==> src/rtl/sctx_pkg.sv <==
package sctx_pkg;
    typedef enum logic [1:0] {
        ST_IDLE  = 2'd0,
        ST_SEND  = 2'd1,
        ST_GUARD = 2'd2
    } tx_state_e;
endpackage

==> src/rtl/sctx_etu_timer.sv <==
module sctx_etu_timer #(
    parameter int ETU_W = 12
) (
    input  logic             clk,
    input  logic             rst_n,
    input  logic             run,
    input  logic [ETU_W-1:0] etu_cycles,
    output logic             etu_end,
    output logic             etu_mid
);
    logic [ETU_W-1:0] cnt;

    assign etu_end = run && (cnt == etu_cycles - 1'b1);
    assign etu_mid = run && (cnt == (etu_cycles >> 1));

    always_ff @(posedge clk) begin
        if (!rst_n || !run) begin
            cnt <= '0;
        end else if (etu_end) begin
            cnt <= '0;
        end else begin
            cnt <= cnt + 1'b1;
        end
    end
endmodule

==> src/rtl/sctx_flags.sv <==
module sctx_flags (
    input  logic clk,
    input  logic rst_n,
    input  logic set_done,
    input  logic set_err,
    input  logic host_clr,
    input  logic err_clr,
    input  logic dma_wr,
    input  logic dma_isel,
    input  logic dma_cnt_nz,
    output logic empty,
    output logic done,
    output logic err
);
    logic auto_clr;

    // a DMA load clears the flags only with select low and count left
    assign auto_clr = dma_wr && !dma_isel && dma_cnt_nz;

    always_ff @(posedge clk) begin
        if (!rst_n) begin
            empty <= 1'b1;
            done  <= 1'b1;
            err   <= 1'b0;
        end else begin
            if (set_done) begin
                empty <= 1'b1;
                done  <= 1'b1;
            end else if (host_clr || auto_clr) begin
                empty <= 1'b0;
                done  <= 1'b0;
            end
            if (set_err) begin
                err <= 1'b1;
            end else if (err_clr) begin
                err <= 1'b0;
            end
        end
    end
endmodule

==> src/rtl/cardline_tx.sv <==
module cardline_tx
    import sctx_pkg::*;
#(
    parameter int DATA_W    = 8,
    parameter int ETU_W     = 12,
    parameter int GUARD_ETU = 2
) (
    input  logic              clk,
    input  logic              rst_n,
    input  logic [ETU_W-1:0]  etu_cycles,
    input  logic              tx_irq_en,
    input  logic              err_irq_en,
    input  logic              host_wr,
    input  logic [DATA_W-1:0] host_data,
    input  logic              host_clr_flags,
    input  logic              host_clr_err,
    input  logic              dma_wr,
    input  logic [DATA_W-1:0] dma_data,
    input  logic              dma_isel,
    input  logic              dma_cnt_nz,
    input  logic              line_in,
    output logic              line_drive_low,
    output logic              hold_empty,
    output logic              tx_done,
    output logic              err_status,
    output logic              irq_tx,
    output logic              irq_err,
    output logic              dma_req
);
    localparam int FRAME_BITS = DATA_W + 2;
    localparam int CNT_W      = $clog2(FRAME_BITS);
    localparam int GCNT_W     = $clog2(GUARD_ETU + 1);
    localparam logic [CNT_W-1:0]  LAST_BIT   = CNT_W'(FRAME_BITS - 1);
    localparam logic [GCNT_W-1:0] LAST_GUARD = GCNT_W'(GUARD_ETU - 1);

    tx_state_e              state, nxt;
    logic [DATA_W-1:0]      hold_q;
    logic [FRAME_BITS-1:0]  shreg;
    logic [CNT_W-1:0]       bit_cnt;
    logic [GCNT_W-1:0]      guard_cnt;
    logic                   nack_q;
    logic                   etu_end, etu_mid;
    logic                   guard_end, load_frame, shift_bit, err_hit, set_done;

    sctx_etu_timer #(.ETU_W(ETU_W)) u_timer (
        .clk        (clk),
        .rst_n      (rst_n),
        .run        (state != ST_IDLE),
        .etu_cycles (etu_cycles),
        .etu_end    (etu_end),
        .etu_mid    (etu_mid)
    );

    sctx_flags u_flags (
        .clk        (clk),
        .rst_n      (rst_n),
        .set_done   (set_done),
        .set_err    (err_hit),
        .host_clr   (host_clr_flags),
        .err_clr    (host_clr_err),
        .dma_wr     (dma_wr),
        .dma_isel   (dma_isel),
        .dma_cnt_nz (dma_cnt_nz),
        .empty      (hold_empty),
        .done       (tx_done),
        .err        (err_status)
    );

    // state register
    always_ff @(posedge clk) begin
        if (!rst_n) begin
            state <= ST_IDLE;
        end else begin
            state <= nxt;
        end
    end

    // next state
    always_comb begin
        nxt = state;
        unique case (state)
            ST_IDLE:  if (!hold_empty) nxt = ST_SEND;
            ST_SEND:  if (etu_end && bit_cnt == LAST_BIT) nxt = ST_GUARD;
            ST_GUARD: if (guard_end) nxt = nack_q ? ST_SEND : ST_IDLE;
            default:  nxt = ST_IDLE;
        endcase
    end

    // outputs and control strobes
    always_comb begin
        guard_end      = (state == ST_GUARD) && etu_end && (guard_cnt == LAST_GUARD);
        load_frame     = ((state == ST_IDLE) && !hold_empty) || (guard_end && nack_q);
        shift_bit      = (state == ST_SEND) && etu_end;
        err_hit        = (state == ST_GUARD) && etu_mid && (guard_cnt == '0) && !line_in;
        set_done       = guard_end && !nack_q;
        line_drive_low = (state == ST_SEND) && !shreg[0];
        irq_tx         = tx_done && tx_irq_en;
        irq_err        = err_status && err_irq_en;
        dma_req        = tx_done && hold_empty;
    end

    // datapath
    always_ff @(posedge clk) begin
        if (!rst_n) begin
            hold_q    <= '0;
            shreg     <= '1;
            bit_cnt   <= '0;
            guard_cnt <= '0;
            nack_q    <= 1'b0;
        end else begin
            if (host_wr) begin
                hold_q <= host_data;
            end else if (dma_wr) begin
                hold_q <= dma_data;
            end

            if (load_frame) begin
                shreg   <= {^hold_q, hold_q, 1'b0};
                bit_cnt <= '0;
            end else if (shift_bit) begin
                shreg <= {1'b1, shreg[FRAME_BITS-1:1]};
                if (bit_cnt != LAST_BIT) begin
                    bit_cnt <= bit_cnt + 1'b1;
                end
            end

            if (state != ST_GUARD) begin
                guard_cnt <= '0;
            end else if (etu_end) begin
                guard_cnt <= guard_cnt + 1'b1;
            end

            if (load_frame) begin
                nack_q <= 1'b0;
            end else if (err_hit) begin
                nack_q <= 1'b1;
            end
        end
    end
endmodule

==> config.mk <==
export PLATFORM = sky130hd
export DESIGN_NAME = cardline_tx
export DESIGN_NICKNAME = d
export VERILOG_FILES = /design/src/rtl/sctx_pkg.sv /design/src/rtl/sctx_etu_timer.sv /design/src/rtl/sctx_flags.sv /design/src/rtl/cardline_tx.sv
export SDC_FILE = /design/constraint.sdc
export NUM_CORES = 1
export LEC_CHECK = 0
export BUFFER_PORTS_ARGS = -buffer_cell sky130_fd_sc_hd__buf_4
export CAP_MARGIN = 20
export CORE_ASPECT_RATIO = 1.5
export CORE_MARGIN = 2
export CORE_UTILIZATION = 50
export CTS_CLUSTER_DIAMETER = 100
export DETAILED_ROUTE_END_ITERATION = 8
export GPL_ROUTABILITY_DRIVEN = 0
export PLACE_DENSITY = 0.7
export SYNTH_ARGS = -nofsm -noshare
export SYNTH_HDL_FRONTEND = slang
export SYNTH_SLANG_ARGS = --single-unit
==> constraint.sdc <==
create_clock -name clk -period 7.82 [get_ports clk]
set_input_delay 1.564 -clock clk [delete_from_list [all_inputs] [get_ports clk]]
set_output_delay 1.564 -clock clk [all_outputs]
set_load 0.01 [all_outputs]
==> qor.csv <==
stage,metric,value,unit
logic_synthesis,synthesized flop and latch total,41,
sta,Post-Route Setup TNS,0,ns
cts,clock latency reported for the late side of the worst-skew pair,0.30,ns
floorplan,die width,62.4,microns
logic_synthesis,cells after synthesis,301,
sta,"Min Clock Period, post-route",4.33,ns
logic_synthesis,Avg Synthesized Cell Area,8.49,sq um
setup_path,CP startpoint kind,input pin,
final_layout,layout cell share with drive strength beyond 1,0.168,
global_route,vias in the first global route,2059,
power,Overall Power,0.506,mW
logic_synthesis,Compound-Gate Fraction of Synth Area,0.133,
logic_synthesis,predominant post-synthesis flop cell,dfxtp_1,
setup_path,reg2reg setup slack,5.07,ns
logic_synthesis,sequential area share after synthesis,0.321,
cts,CTS clock-pin slew for the worst setup and hold paths,0.09,ns
floorplan,Initial Util,0.523,
setup_path,Worst EP arrival,4.57,ns
sta,slew margin rel.,0.324,
final_layout,Final Util,0.615,
final_layout,P&R area growth vs syn,17.7,%
cts,post-CTS sizing,0,
place,placed cell count,391,
logic_synthesis,Mapped Area,2550,sq um
sta,clock skew,0.00918,ns
drt,Post-Route WL,5.52,mm
logic_synthesis,ranking of synthesized cells by area,"dfxtp_1, xnor2_1, mux2i_1",
logic_synthesis,top-area cell type share of the netlist area,0.321,
place,cell area after placement,2860,sq um
logic_synthesis,largest family of logic cells by synthesized area,simple AND/OR/NAND/NOR gates,
cts,H-Tree Depth,2,
power,power density over cell area,168,nW/um^2
global_route,initial antenna violation count,0,
floorplan,Placeable Area,4890,sq um
final_layout,Post-Layout Cell Count,400,
cts,CTS tree,yes,
place,IO Port Bufs,45,
power,Leak Pwr,1.23,nW
power,Combinational Power Share,0.146,
floorplan,boundary pin count,46,
power,internal cell power,0.386,mW
power,Seq pwr share,0.447,
logic_synthesis,ys async rst share,0,
hold_path,Min-Delay Path Class,reg -> reg,
drt,wire per inst,13.8,microns
drt,DRT Pass-1 Iters,4,
power,Max VDD drop,118,uV
sta,Worst Max-Slew Pin Slew,1.01,ns
final_layout,Nets,378,
logic_synthesis,"EDFF count, synth",0,
setup_path,beginning of the critical path,etu_cycles[5],
logic_synthesis,synth warn,0,
cts,CTS Buffer Depth,2,
logic_synthesis,Unique masters post-synth,49,
setup_path,kind of critical path,in -> reg,
cts,hold_buf cts,0,
global_route,first-pass GRT wire length,9.44,mm
floorplan,# rows,31,
logic_synthesis,adder-cell area share of the yosys netlist,0.0294,
cts,CTS Root Cell,clkbuf_8,
power,Clk network pwr share,0.408,
sta,Setup WS post-layout,3.49,ns
drt,DRT iter0 DRCs,98,
cts,Post CTS Setup Buffer Count,0,
place,HPWL Detailed,4.23,mm
setup_path,worst r2r dst,bit_cnt[2],
logic_synthesis,XOR/XNOR Fraction of Synth Area,0.134,
run,max cap viols,0,
drt,DR vias,2186,
logic_synthesis,Syn Nets,346,
sta,WHS,0.498,ns
sta,endpoints failing setup,0,
drt,DRC,0,
sta,unrepaired setup endpoints after global routing,false,
hold_path,hold depth,2,
setup_path,reg2reg start,u_timer.cnt[2],
global_route,largest net degree at the start of global routing,26,
setup_path,Worst EP required,8.05,ns
sta,Final Cycle Share,0.554,
cts,clock sink count,41,
power,Sw Pwr,0.120,mW
setup_path,r2r worst-path depth,8,
sta,Final Max Slew Viols,0,
place,pre-CTS WS,2.77,ns
final_layout,Finished Cell Area,3010,sq um
sta,final hold violations,0,
global_route,gr ovfl total,0,
sta,maximum clock rate,0.231,GHz
floorplan,die area,5710,sq um
hold_path,hold path startpoint,shreg[2],
global_route,Total GRT Usage,0.207,
final_layout,number of diodes,0,
final_layout,Layout fillers,484,
drt,Vias/cell,5.47,
cts,CTS buffer count,5,
setup_path,Worst setup EP type,register,
hold_path,Hold Path Sink,shreg[1],
logic_synthesis,"area leader, netlist",dfxtp_1,
floorplan,Die Ht,91.6,microns
drt,final antenna-violating net count,0,
logic_synthesis,multiplexer share of the synthesized area,0.0666,
logic_synthesis,Post-Synth Simple-Gate Area,0.255,
power,Switching Share,0.236,
setup_path,CP Max Fanout,12,
outcome,outcome,completed,
[critical path: stages]
cell and delay [ns]:
buf_4 0.14, or4_1 0.61, or4_1 0.51, a32o_1 0.26
a21oi_1 0.26, o31ai_1 0.17, buf_2 0.19, nor2b_1 0.62
a21boi_1 0.23
[synth_stat cells, types with 4 or more instances]
library cell	n
nand4_1	4
or4_1	5
clkbuf_1	14
o21a_1	8
dfxtp_1	41
o211ai_1	4
and2_1	11
inv_1	12
nor2_1	22
nand2_1	17
nor3_1	6
nor2b_1	6
a21oi_1	12
and3b_1	7
xor2_1	12
nand3_1	12
ha_1	6
mux2i_1	17
xnor2_1	27
o21ai_0	10
[final cells by class]
type | instances | area (sq um) | share of cell area
well taps | 66 | 82.6 | 0.0275
repair buffers | 46 | 343 | 0.114
inverters | 12 | 45.0 | 0.0150
clock inverters | 3 | 68.8 | 0.0229
clock buffers | 5 | 68.8 | 0.0229
flip-flops and latches | 41 | 821 | 0.273
multi-input cells | 227 | 1580 | 0.525
[how the worst max path moves through the flow]
stage / to / cells after the start
after floorplan: shreg[2] / 11
after global placement: bit_cnt[3] / 9
after detailed placement: bit_cnt[3] / 9
after CTS: bit_cnt[3] / 9
after global routing: shreg[6] / 9
final: bit_cnt[3] / 9
[sequential cells by signal, indices dropped and copies added, names as in the netlist]
| name | count |
|---|---|
| state | 2 |
| u_timer.cnt | 12 |
| nack_q | 1 |
| u_flags.empty | 1 |
| bit_cnt | 4 |
| u_flags.err | 1 |
| hold_q | 8 |
| guard_cnt | 2 |
| shreg | 10 |
[metal layers]
layer | wire length, microns | vias up | global-route usage
met5 | 0 | - | 0
met4 | 168 | 0 | 0.113
met3 | 209 | 14 | 0.0458
met2 | 2960 | 51 | 0.370
met1 | 2190 | 1009 | 0.224
li1 | - | 1112 | -
[cell families (layout without fill, tap and decap cells)]
kind of cell,Yosys count,count (layout)
fa+ha+maj,6,6
simple gates,113,113
xor+xnor,39,39
buf+inv,33,66
compound gates,52,52
mux,17,17
flops,41,41
[power by group through the flow]
stage | Combinational, mW | Clock [mW] | Sequential (mW)
final | 0.0737 | 0.206 | 0.226
after CTS | 0.0739 | 0.211 | 0.226
after floorplan | 0.0486 | 0 | 0.228
after global placement | 0.0727 | 0 | 0.231
after detailed placement | 0.0733 | 0 | 0.231
after global routing | 0.0818 | 0.220 | 0.227
[cells in the final DEF (no fill, tap or decap), types with 2 or more instances in the layout]
| master | instances |
|---|---|
| a21boi_1 | 2 |
| a21oi_1 | 12 |
| and2_1 | 11 |
| and3_1 | 3 |
| and3b_1 | 7 |
| buf_4 | 45 |
| bufinv_16 | 2 |
| clkbuf_8 | 5 |
| dfxtp_1 | 41 |
| ha_1 | 6 |
| inv_1 | 12 |
| mux2i_1 | 17 |
| nand2_1 | 17 |
| nand2b_1 | 3 |
| nand3_1 | 12 |
| nand3b_1 | 2 |
| nand4_1 | 4 |
| nor2_1 | 22 |
| nor2b_1 | 6 |
| nor3_1 | 6 |
| nor4_1 | 3 |
| nor4b_1 | 3 |
| o211ai_1 | 4 |
| o21a_1 | 8 |
| o21ai_0 | 10 |
| o21ai_1 | 3 |
| o31a_1 | 2 |
| o31ai_1 | 2 |
| or3_1 | 2 |
| or4_1 | 5 |
| xnor2_1 | 27 |
| xor2_1 | 12 |
(Power assumes the default switching activity.)
